## config.mk

```make
export PLATFORM = sky130hd
export DESIGN_NAME = shared_uart_tx_node
export DESIGN_NICKNAME = d
export VERILOG_FILES = /design/src/rtl/shared_uart_tx_node.sv
export SDC_FILE = /design/constraint.sdc
export NUM_CORES = 1
export LEC_CHECK = 0
export ABC_AREA = 1
export BUFFER_PORTS_ARGS = -buffer_cell sky130_fd_sc_hd__buf_2
export CAP_MARGIN = 20
export CORE_AREA = 2 2 67 85
export DETAILED_ROUTE_END_ITERATION = 6
export DIE_AREA = 0 0 69 87
export GPL_TIMING_DRIVEN = 0
export PLACE_DENSITY = 0.88
export SYNTH_ARGS = -nofsm -noshare
export SYNTH_HDL_FRONTEND = slang
export SYNTH_SLANG_ARGS = --single-unit
export TNS_END_PERCENT = 20
```

## constraint.sdc

```tcl
create_clock -name clk -period 2.1 [get_ports clk]
set_clock_uncertainty 0.05 [all_clocks]
set_input_delay 0.21 -clock clk [delete_from_list [all_inputs] [get_ports clk]]
set_output_delay 0.21 -clock clk [all_outputs]
set_load 0.05 [all_outputs]
```

## src/rtl/shared_uart_tx_node.sv

```systemverilog
module shared_uart_tx_node #(
  parameter int TIERS = 1,
  parameter int DIV_W = 16
) (
  input  logic             clk,
  input  logic             rst_n,
  input  logic             arb_clk,
  input  logic             grant_n,
  output logic             req_n,
  input  logic [DIV_W-1:0] baud_div,
  input  logic [7:0]       tx_data,
  input  logic             tx_valid,
  input  logic             tx_last,
  output logic             tx_ready,
  output logic             line_out,
  output logic             line_oe,
  output logic             frame_err
);

  localparam int HW = $clog2(TIERS + 2);

  typedef enum logic [2:0] {S_IDLE, S_REQ, S_SEND, S_DRAIN, S_HOLD} st_t;

  st_t              st;
  logic [2:0]       arb_q;
  logic [1:0]       gnt_q;
  logic [9:0]       sh;
  logic [3:0]       bits;
  logic [DIV_W-1:0] cnt;
  logic             busy, last_q;
  logic [HW-1:0]    hcnt;

  wire arb_rise = arb_q[1] & ~arb_q[2];
  wire grant_s  = gnt_q[1];
  wire bit_end  = (cnt == '0);

  assign req_n    = !(st == S_REQ || st == S_SEND || st == S_DRAIN);
  assign line_oe  = (st == S_SEND || st == S_DRAIN);
  assign line_out = line_oe ? sh[0] : 1'b1;
  assign tx_ready = (st == S_SEND) && !busy && grant_s;

  always_ff @(posedge clk or negedge rst_n)
    if (!rst_n) begin
      arb_q <= '0;
      gnt_q <= '0;
    end else begin
      arb_q <= {arb_q[1:0], arb_clk};
      gnt_q <= {gnt_q[0], ~grant_n};
    end

  always_ff @(posedge clk or negedge rst_n)
    if (!rst_n) begin
      st        <= S_IDLE;
      sh        <= '1;
      bits      <= '0;
      cnt       <= '0;
      busy      <= 1'b0;
      last_q    <= 1'b0;
      hcnt      <= '0;
      frame_err <= 1'b0;
    end else begin
      case (st)
        S_IDLE:
          if (tx_valid) begin
            st        <= S_REQ;
            frame_err <= 1'b0;
          end
        S_REQ:
          if (grant_s) begin
            st   <= S_SEND;
            busy <= 1'b0;
          end
        S_SEND:
          if (!grant_s) begin
            st   <= S_DRAIN;
            busy <= 1'b0;
            sh   <= '1;
            cnt  <= baud_div - 1'b1;
          end else if (!busy) begin
            if (tx_valid) begin
              busy   <= 1'b1;
              sh     <= {1'b1, tx_data, 1'b0};
              bits   <= 4'd10;
              cnt    <= baud_div - 1'b1;
              last_q <= tx_last;
            end
          end else if (bit_end) begin
            sh   <= {1'b1, sh[9:1]};
            bits <= bits - 1'b1;
            cnt  <= baud_div - 1'b1;
            if (bits == 4'd1) begin
              busy <= 1'b0;
              if (last_q) begin
                st   <= S_HOLD;
                hcnt <= '0;
              end
            end
          end else begin
            cnt <= cnt - 1'b1;
          end
        S_DRAIN:
          if (bit_end) begin
            st        <= S_HOLD;
            hcnt      <= '0;
            frame_err <= 1'b1;
          end else begin
            cnt <= cnt - 1'b1;
          end
        S_HOLD:
          if (arb_rise) begin
            if (hcnt == HW'(TIERS)) st <= S_IDLE;
            else hcnt <= hcnt + 1'b1;
          end
        default: st <= S_IDLE;
      endcase
    end

endmodule

```

==> metrics.cfg <==
[power]
p_int_mw=2.330
pwr-share-seq=0.342
peakVddDrop_mv=0.4562
p_sw_mw=2.017
p_leak_nw=1.706
power_per_cell_area_mw_per_mm2=1299
clockPowerShare=0.147
switching_share=0.4640
pwr-share-comb=0.511

[synth]
synth-xor-area-share=0.04135
syn_avg_cell_area_um2=6.961
seq_area_frac_synth=0.3582
synth_warnings=0
synthSimpleGateAreaFrac=0.3688
synth.area.mux_share=0
ys_ff_latch=42
synth_top_family_by_area=simple AND/OR/NAND/NOR gates
syn_inst=426
syn-num-nets=461
syn_area_mm2=0.002965
synth.distinct_cells=37
synth-compound-area-share=0.1236
synth_fa_ha_area_frac=0.02110

[grt]
gr-usage-all-layers=0.2418
grt_start_max_net_pins=43
grt_pass1_wl_um=11870
overflow=0
grt_pass1_vias=2743
antenna_found_initial=0

[timing]
finalSetupTns_ns=0
max_slew_margin=0.3670
fin_crit_sh=0.9368
fin_crit_ns=1.967
grt_setup_unrepaired=false
finalHoldViolCount=0
slew_viol_final=0
worst_slack_ns=0.1327
worst_pin_slew_ns=0.9495
fmax_mhz=508.3
finalSetupViolations=0

[setup_path]
critical_path_class=flop to flop
max_stage_delay_ns=0.39
startpoint=cnt[0]
critPathMaxFanout=10
critPathCaptureType=flop
cp_slowest_cell=dfrtp_1
cp_cell_sequence=inv_1, ha_1, nand2_2, nor2_4, nand2_4, nand2_4, nand2_2, buf_6, o21ai_1, nand3_1, nand2_1, inv_1
r2r_start=cnt[0]
arrival_ns=2.11
start_kind=flop
cp.required_ns=2.24

[floorplanning]
die_w_um=69
io_pins=35
dieHeight_um=87
core_area_mm2=0.005255
rows=30
initial_core_util=0.5643
die-area_mm2=0.006003

[clock_tree]
cts-htree-levels=2
cts_max_path_buffers=2
clk_pin_slew_worst_paths_ns=0.08
insertion_delay_ns=0.29
numCtsBuffers=5
ctsResizeCount=0
cts_tree=yes
cts_root_buf=clkbuf_8
clock-sinks=42

[placement]
place_hpwl_um=5164
port_buffers=34
dp_slack_ns=0.1971
place.gp.congestion=0.8947

[routing]
drc=0
drt_wl_total_um=6850
wl_per_cell_um=12.83
antenna_left=0
via_count=2842
dr.first_iter.drc_count=258
vias_per_cell=5.322
first_pass_iters=4

[finish]
layout-drive-gt1-share=0.1915
n_antenna_cell=0
layout.nets=504
area_delta_synth_final_pct=12.83
layout_commonest_cell=nand2_1
most-common-layout-cells=nand2_1, nor2_1, inv_1

[hold_path]
min_path_type=input pin to asynchronous set/reset pin

[run_status]
status=completed

[job]
maxCapViolations=0

## layer usage
metal	up-vias	global-route usage	wire length, um	share of wire
met5	-	0	0	0
li1	1434	-	-	-
met1	1306	0.2812	2721	0.40
met3	13	0.03356	306	0.045
met2	89	0.4528	3691	0.54
met4	0	0.08734	131	0.019
## cell families (layout without fill, tap and decap cells)
family,after synthesis,after routing
and+or+nand+nor,252,252
DFF,42,42
buffers and inverters,60,104
adders and majority gates,5,5
xor gates and xnor gates,14,14
AOI/OAI and AO/OA,53,53
## layout make-up
cell class | instances | area [um^2]
Inverter | 53 | 198.9
Tap cell | 64 | 80.08
Timing Repair Buffer | 36 | 190.2
Buffer | 7 | 58.81
Clock inverter | 2 | 37.54
Sequential cell | 42 | 1062
Fill cell | 488 | 1909
Multi-Input combinational cell | 324 | 1645
Clock buffer | 6 | 72.57
## power by group through the flow
stage | clock network (mW) | registers, mW | logic [mW]
6_report | 0.640 | 1.49 | 2.22
5_1_grt | 0.695 | 1.54 | 2.51
4_1_cts | 0.653 | 1.48 | 2.22
3_5_place_dp | 0 | 1.49 | 2.20
3_3_place_gp | 0 | 1.47 | 2.10
2_1_floorplan | 0 | 1.42 | 1.75
## Yosys cell counts (all sizes together)
| library cell | n | area [um^2] |
|---|---|---|
| and3 | 1 | 6.260 |
| o21ai | 28 | 173.9 |
| o311ai | 1 | 26.28 |
| o211ai | 3 | 22.52 |
| nor3 | 4 | 31.28 |
| dfstp | 9 | 236.5 |
| inv | 53 | 199.0 |
| buf | 7 | 58.80 |
| or2 | 1 | 6.260 |
| nand3b | 5 | 37.54 |
| nand3 | 29 | 150.1 |
| ha | 5 | 62.56 |
| nor3b | 1 | 7.510 |
| nand2 | 145 | 576.8 |
| xnor2 | 4 | 35.03 |
| a32o | 1 | 10.01 |
| o31ai | 1 | 7.510 |
| xor2 | 10 | 87.58 |
| a21oi | 9 | 48.80 |
| o21bai | 2 | 15.01 |
| dfrtp | 33 | 825.8 |
| nor2 | 62 | 252.7 |
| o22ai | 7 | 43.79 |
| nand4 | 4 | 25.02 |
| a21boi | 1 | 18.77 |
## state kept, by name (all words and copies together), names as in the netlist
name,cells
last_q,1
hcnt,2
arb_q,3
sh,9
st,3
cnt,16
busy,1
frame_err,1
gnt_q,2
bits,4
## final timing paths
kind                            end  slack, ns  cells after the start
hold reg to reg            gnt_q[1]       0.32                      0
setup / recovery            cnt[12]       0.13                     12
max in group asynchronous    cnt[2]       1.40                      1
min in group clk              sh[8]       0.13                      3
hold / removal                 busy       0.01                      1
setup reg to reg            cnt[12]       0.13                     12
## timing repair
item	in CTS	in global routing
endpoints found under the hold margin	1	1
hold buffers	1	1
buffers inserted	0	0
## per-stage QoR
stage	hold slack, ns	cells	utilization	total power, mW	cell area [um^2]
final	0.01065	534	0.6367	4.347	3346
after global routing	0.07690	534	0.6367	4.741	3346
after CTS	0.003223	533	0.6348	4.351	3336
after detailed placement	0.2699	524	0.6119	3.688	3216
after global placement	0.2730	524	0.6119	3.580	3216
after floorplan	-0.1356	426	-	3.172	2965
## critical path: cells and delay by family, from the launching register on
family,cells,cell delay [ns]
adder cells (fa/ha/maj),1,0.26
flip-flops,1,0.39
buffers and inverters,3,0.28
AO/OA/AOI/OAI,1,0.10
AND/OR/NAND/NOR,7,0.77
(Power assumes the default switching activity.)
